File: src/rtl/pa_pkg.sv
package pa_pkg;

    typedef struct packed {
        logic irq_en;
        logic fast_clr;
        logic max_hold;
        logic narrow;
        logic fall_edge;
        logic enable;
    } pa_ctrl_t;

    localparam int CTRL_BITS = $bits(pa_ctrl_t);

    localparam logic [1:0] ADDR_CTRL = 2'd0;
    localparam logic [1:0] ADDR_CNT  = 2'd1;
    localparam logic [1:0] ADDR_FLAG = 2'd2;

    localparam int FLAG_BIT = 1;

endpackage

File: src/rtl/pa_edge_sync.sv
module pa_edge_sync #(
    parameter int STAGES = 2
) (
    input  logic clk,
    input  logic rst_n,
    input  logic pin_i,
    input  logic fall_sel_i,
    output logic edge_o
);
    typedef struct packed {
        logic [STAGES-1:0] sync;
        logic              prev;
    } es_state_t;

    es_state_t st_d, st_q;
    logic      settled;

    generate
        if (STAGES == 1) begin : g_one
            always_comb st_d.sync = pin_i;
        end else begin : g_chain
            always_comb st_d.sync = {st_q.sync[STAGES-2:0], pin_i};
        end
    endgenerate

    always_comb begin
        settled   = st_q.sync[STAGES-1];
        st_d.prev = settled;
        edge_o    = fall_sel_i ? (st_q.prev & ~settled) : (~st_q.prev & settled);
    end

    always_ff @(posedge clk or negedge rst_n) begin
        if (!rst_n) st_q <= '0;
        else        st_q <= st_d;
    end
endmodule

File: src/rtl/pa_counter.sv
module pa_counter #(
    parameter int CNT_W    = 16,
    parameter int NARROW_W = 8
) (
    input  logic             clk,
    input  logic             rst_n,
    input  logic             enable_i,
    input  logic             narrow_i,
    input  logic             max_hold_i,
    input  logic             edge_i,
    input  logic             load_i,
    input  logic [CNT_W-1:0] load_val_i,
    output logic [CNT_W-1:0] cnt_o,
    output logic             ovf_o
);
    localparam int PAD_W = CNT_W - NARROW_W;

    typedef struct packed {
        logic [CNT_W-1:0] cnt;
    } cnt_state_t;

    cnt_state_t            st_d, st_q;
    logic [NARROW_W-1:0]   low_q;
    logic [NARROW_W-1:0]   low_inc;

    always_comb begin
        st_d    = st_q;
        ovf_o   = 1'b0;
        low_q   = st_q.cnt[NARROW_W-1:0];
        low_inc = low_q + 1'b1;
        if (load_i) begin
            st_d.cnt = narrow_i ? {{PAD_W{1'b0}}, load_val_i[NARROW_W-1:0]} : load_val_i;
        end else if (enable_i && edge_i) begin
            if (narrow_i) begin
                if (&low_q) begin
                    ovf_o    = 1'b1;
                    st_d.cnt = max_hold_i ? {{PAD_W{1'b0}}, low_q} : '0;
                end else begin
                    st_d.cnt = {{PAD_W{1'b0}}, low_inc};
                end
            end else begin
                ovf_o    = &st_q.cnt;
                st_d.cnt = st_q.cnt + 1'b1;
            end
        end
    end

    always_ff @(posedge clk or negedge rst_n) begin
        if (!rst_n) st_q <= '0;
        else        st_q <= st_d;
    end

    assign cnt_o = st_q.cnt;
endmodule

File: src/rtl/pa_flag.sv
module pa_flag (
    input  logic clk,
    input  logic rst_n,
    input  logic set_i,
    input  logic fast_mode_i,
    input  logic w1c_i,
    input  logic cnt_access_i,
    output logic flag_o
);
    typedef struct packed {
        logic flag;
    } flag_state_t;

    flag_state_t st_d, st_q;
    logic        clear;

    always_comb begin
        clear = fast_mode_i ? cnt_access_i : w1c_i;
        st_d  = st_q;
        if (set_i)      st_d.flag = 1'b1;
        else if (clear) st_d.flag = 1'b0;
    end

    always_ff @(posedge clk or negedge rst_n) begin
        if (!rst_n) st_q <= '0;
        else        st_q <= st_d;
    end

    assign flag_o = st_q.flag;
endmodule

File: src/rtl/pulse_acc_top.sv
module pulse_acc_top #(
    parameter int DATA_W      = 16,
    parameter int NARROW_W    = 8,
    parameter int SYNC_STAGES = 2
) (
    input  logic              clk,
    input  logic              rst_n,
    input  logic              pin_i,
    input  logic              bus_sel_i,
    input  logic              bus_wr_i,
    input  logic              bus_rd_i,
    input  logic [1:0]        bus_addr_i,
    input  logic [DATA_W-1:0] bus_wdata_i,
    output logic [DATA_W-1:0] bus_rdata_o,
    output logic              irq_o
);
    import pa_pkg::*;

    localparam int PAD_W = DATA_W - NARROW_W;

    typedef struct packed {
        pa_ctrl_t ctrl;
    } top_state_t;

    top_state_t        st_d, st_q;
    pa_ctrl_t          ctrl_q;
    logic              edge_w;
    logic              load_w;
    logic              w1c_w;
    logic              cnt_acc_w;
    logic              ovf_w;
    logic              flag_w;
    logic [DATA_W-1:0] cnt_w;

    assign ctrl_q = st_q.ctrl;

    always_comb begin
        st_d = st_q;
        if (bus_sel_i && bus_wr_i && bus_addr_i == ADDR_CTRL)
            st_d.ctrl = pa_ctrl_t'(bus_wdata_i[CTRL_BITS-1:0]);
        load_w    = bus_sel_i && bus_wr_i && bus_addr_i == ADDR_CNT;
        cnt_acc_w = bus_sel_i && (bus_wr_i || bus_rd_i) && bus_addr_i == ADDR_CNT;
        w1c_w     = bus_sel_i && bus_wr_i && bus_addr_i == ADDR_FLAG && bus_wdata_i[FLAG_BIT];
    end

    always_ff @(posedge clk or negedge rst_n) begin
        if (!rst_n) st_q <= '0;
        else        st_q <= st_d;
    end

    pa_edge_sync #(.STAGES(SYNC_STAGES)) u_sync (
        .clk        (clk),
        .rst_n      (rst_n),
        .pin_i      (pin_i),
        .fall_sel_i (ctrl_q.fall_edge),
        .edge_o     (edge_w)
    );

    pa_counter #(.CNT_W(DATA_W), .NARROW_W(NARROW_W)) u_cnt (
        .clk        (clk),
        .rst_n      (rst_n),
        .enable_i   (ctrl_q.enable),
        .narrow_i   (ctrl_q.narrow),
        .max_hold_i (ctrl_q.max_hold),
        .edge_i     (edge_w),
        .load_i     (load_w),
        .load_val_i (bus_wdata_i),
        .cnt_o      (cnt_w),
        .ovf_o      (ovf_w)
    );

    pa_flag u_flag (
        .clk          (clk),
        .rst_n        (rst_n),
        .set_i        (ovf_w),
        .fast_mode_i  (ctrl_q.fast_clr),
        .w1c_i        (w1c_w),
        .cnt_access_i (cnt_acc_w),
        .flag_o       (flag_w)
    );

    always_comb begin
        bus_rdata_o = '0;
        case (bus_addr_i)
            ADDR_CTRL: bus_rdata_o[CTRL_BITS-1:0] = ctrl_q;
            ADDR_CNT:  bus_rdata_o = ctrl_q.narrow ? {{PAD_W{1'b0}}, cnt_w[NARROW_W-1:0]} : cnt_w;
            ADDR_FLAG: bus_rdata_o[FLAG_BIT] = flag_w;
            default:   bus_rdata_o = '0;
        endcase
    end

    assign irq_o = flag_w & ctrl_q.irq_en;
endmodule

File: config.mk
export PLATFORM = sky130hd
export DESIGN_NAME = pulse_acc_top
export DESIGN_NICKNAME = d
export VERILOG_FILES = /design/src/rtl/pa_pkg.sv /design/src/rtl/pa_edge_sync.sv /design/src/rtl/pa_counter.sv /design/src/rtl/pa_flag.sv /design/src/rtl/pulse_acc_top.sv
export SDC_FILE = /design/constraint.sdc
export NUM_CORES = 1
export LEC_CHECK = 0
export ABC_AREA = 1
export CAP_MARGIN = 40
export CORE_UTILIZATION = 50
export CTS_CLUSTER_SIZE = 16
export DETAILED_ROUTE_END_ITERATION = 10
export PLACE_DENSITY = 0.8
export SYNTH_ARGS = -nofsm -noshare
export SYNTH_HDL_FRONTEND = slang
export SYNTH_SLANG_ARGS = --single-unit
File: constraint.sdc
create_clock -name clk -period 2.25 [get_ports clk]
set_clock_uncertainty 0.1 [all_clocks]
set_input_delay 0.5625 -clock clk [delete_from_list [all_inputs] [get_ports clk]]
set_output_delay 0.5625 -clock clk [all_outputs]
set_load 0.01 [all_outputs]
==> results of run 1 <==
cell type report:
class,count,area share
Tap cell,46,0.0239
Inverter,43,0.0672
Multi-Input combinational cell,201,0.411
Sequential cell,26,0.271
Clock buffer,4,0.0151
Timing Repair Buffer,55,0.212
per-stage QoR:
| step | util | instances | total power (W) | instance area (µm²) | hold slack [ns] |
|---|---|---|---|---|---|
| floorplan | - | 273 | 0.00120 | 1790 | 0.167 |
| global placement | 0.700 | 371 | 0.00145 | 2370 | 0.237 |
| detailed placement | 0.700 | 371 | 0.00147 | 2370 | 0.243 |
| CTS | 0.710 | 375 | 0.00170 | 2410 | 0.281 |
| global route | 0.709 | 375 | 0.00185 | 2400 | 0.285 |
| finish | 0.709 | 375 | 0.00170 | 2400 | 0.277 |
path summary, 6_finish.rpt:
path                       slack [ns]           start              to  depth (start not counted)
setup / recovery                 0.07   bus_addr_i[0]  bus_rdata_o[5]                          6
hold / removal                   0.28  u_sync.st_d[2]  u_sync.settled                          0
setup reg to reg                 0.52  u_cnt.cnt_o[1]  u_cnt.cnt_o[3]                         10
hold reg to reg                  0.28  u_sync.st_d[2]  u_sync.settled                          0
max in group asynchronous        1.32           rst_n  u_cnt.cnt_o[6]                          2
min in group asynchronous        0.47           rst_n  u_sync.st_q[0]                          2
cells by family after synthesis:
| group | Yosys count |
|---|---|
| AND/OR/NAND/NOR | 165 |
| flip-flops | 26 |
| adder cells (fa/ha/maj) | 1 |
| XOR/XNOR | 3 |
| AO/OA/AOI/OAI | 30 |
| buffers and inverters | 46 |
| multiplexers | 2 |
registers in the layout (all words and copies together), names as in the netlist:
| signal | flops |
|---|---|
| u_sync.settled | 1 |
| u_sync.st_q | 1 |
| u_sync.st_d | 1 |
| u_cnt.cnt_o | 16 |
| u_flag.flag_o | 1 |
| ctrl_q | 6 |
power groups by stage:
| stage | registers (W) | clock network [W] | logic (W) |
|---|---|---|---|
| final | 0.000774 | 0.000250 | 0.000671 |
| after global routing | 0.000795 | 0.000272 | 0.000780 |
| after CTS | 0.000770 | 0.000254 | 0.000674 |
| after detailed placement | 0.000779 | 0 | 0.000688 |
| after global placement | 0.000776 | 0 | 0.000677 |
| after floorplan | 0.000726 | 0 | 0.000470 |
what timing repair did:
action,4_1_cts,5_1_grt
resized for setup,26,6
endpoints found under the setup margin,16,5
pin swaps,1,0
per-layer routing:
metal | GRT usage | wire length, µm | up-vias
li1 | - | - | 967
met1 | 0.346 | 2000 | 850
met2 | 0.492 | 2220 | 59
met3 | 0.0435 | 265 | 6
met4 | 0.0667 | 46 | 0
met5 | 0 | 0 | -
cell usage after synthesis:
| library cell | n | area share |
|---|---|---|
| nand2_1 | 85 | 0.18 |
| inv_1 | 38 | 0.079 |
| nor2_1 | 38 | 0.079 |
| dfrtp_1 | 26 | 0.36 |
| nand3_1 | 21 | 0.059 |
| o21ai_0 | 15 | 0.042 |
| inv_2 | 5 | 0.010 |
| nand2_2 | 5 | 0.017 |
| o22ai_1 | 5 | 0.017 |
| a21oi_1 | 4 | 0.011 |
| nand4_1 | 4 | 0.014 |
| nor2_4 | 4 | 0.025 |
| nor3_1 | 3 | 0.0084 |
| o21ai_2 | 3 | 0.015 |
| xor2_1 | 3 | 0.015 |
| clkbuf_1 | 2 | 0.0042 |
| mux2_1 | 2 | 0.013 |
| nand2_4 | 2 | 0.013 |
| or2_2 | 2 | 0.0070 |
| a22o_1 | 1 | 0.0049 |
| buf_6 | 1 | 0.0063 |
| ha_1 | 1 | 0.0070 |
| nor2_2 | 1 | 0.0035 |
| o2111ai_1 | 1 | 0.0049 |
| o211ai_1 | 1 | 0.0042 |
critical path: stages:
cell and delay [ns]:
clkdlybuf4s15_2 0.24, inv_2 0.06, nor2_4 0.13, buf_4 0.15
a22o_1 0.12, dlygate4sd2_1 0.26
==> results_dict.tcl, run 1 <==
set metrics [dict create \
    vias_per_cell 5.02 \
    period_share 0.967 \
    coreArea_um2 3390 \
    vdd_drop_max_mv 0.531 \
    pwr-share-clk 0.148 \
    drt_iter0_markers 94 \
    fp.dieH_um 61.9 \
    p_switching_w 0.000703 \
    ys_ff_latch 26 \
    gp_congestion 0.899 \
    cellInternalPower_w 0.000992 \
    die-width_um 61.9 \
    post-route-min-period_ns 2.18 \
    hpwl_mm 3.49 \
    swShare 0.415 \
    multi_input_area_um2 987 \
    nFillCells 294 \
    synthAdderAreaFrac 0.00697 \
    pin_count 41 \
    antenna_found_initial 0 \
    netlist_area_um2 1790 \
    syn_to_final_growth_pct 34.0 \
    layout_commonest_cell "nand2_1" \
    yosys.area_share.simple 0.404 \
    cts_max_path_buffers 2 \
    yosys_warnings 0 \
    io_buffers 40 \
    overflow 0 \
    tightest_slew_ns 0.337 \
    dieArea_um2 3830 \
    power_frac_comb 0.396 \
    vias 1882 \
    cp.arrival_ns 1.51 \
    clk_pin_slew_worst_paths_ns 0.15 \
    crit_type "input port to primary output" \
    syn_nets 298 \
    diodes 0 \
    syn_area_per_cell_um2 6.57 \
    rows 21 \
    cts_setup_buffers 0 \
    start_util 0.529 \
    wl_per_cell_um 12.1 \
    cp.required_ns 1.59 \
    start_kind "input port" \
    synth_top_family_by_area "simple AND/OR/NAND/NOR gates" \
    postRouteAntennaNets 0 \
    drive_above_1_share 0.146 \
    ys_types 25 \
    cp-end-kind "primary output" \
    syn-instance-count 273 \
    numCtsBuffers 3 \
    cts.sinks 26 \
    final-seq-area_um2 651 \
    synthMuxAreaShare 0.0126 \
    power.density_nw_per_um2 705 \
    setup_viol_count_final 0 \
    drt_wl_total_mm 4.54 \
    synth-compound-area-share 0.0990 \
    grt_max_degree 27 \
    fin_setup_tns_ns 0 \
    grt_usage 0.275 \
    root_buffer "clkbuf_4" \
    drc_errors 0 \
    grt_pass1_wl_mm 7.56 \
    power.leakage_nw 1.27 \
    firstDrtPassIters 4 \
    grt_setup_unrepaired "no" \
    clock_latency_ns 0.33 \
    synth_xor_area_frac 0.0146 \
    finalHoldViolations 0 \
    status "completed" \
    yosysSeqAreaShare 0.363 \
    crit_path_max_fanout 4 \
    cts_hold_buf 0 \
    final_cell_mix "nand2_1 (84), nor2_1 (38), inv_1 (36)" \
    hp-class "flop to flop" \
    drv_slew 0 \
    slew_headroom 0.775 \
    fmax_ghz 0.460 \
    pre_cts_slack_ns -0.560 \
    maxCapViolations 0 \
    h-tree-depth 1 \
    cts_tree "done" \
    power.share.sequential 0.457 \
    grt_pass1_vias 1715 \
    nNetsFinal 355 \
    fin_ws_ns 0.0739 \
]
Power figures use the tool's default switching activity.
==> run 2, diff against run 1 <==
--- a/config.mk
+++ b/config.mk
@@ -11,6 +11,7 @@
 export CTS_CLUSTER_SIZE = 16
 export DETAILED_ROUTE_END_ITERATION = 10
 export PLACE_DENSITY = 0.8
+export SKIP_LAST_GASP = 1
 export SYNTH_ARGS = -nofsm -noshare
 export SYNTH_HDL_FRONTEND = slang
 export SYNTH_SLANG_ARGS = --single-unit
==> results of run 2 <==
Same layout as run 1: the final DEF is identical, and so are final timing and power.
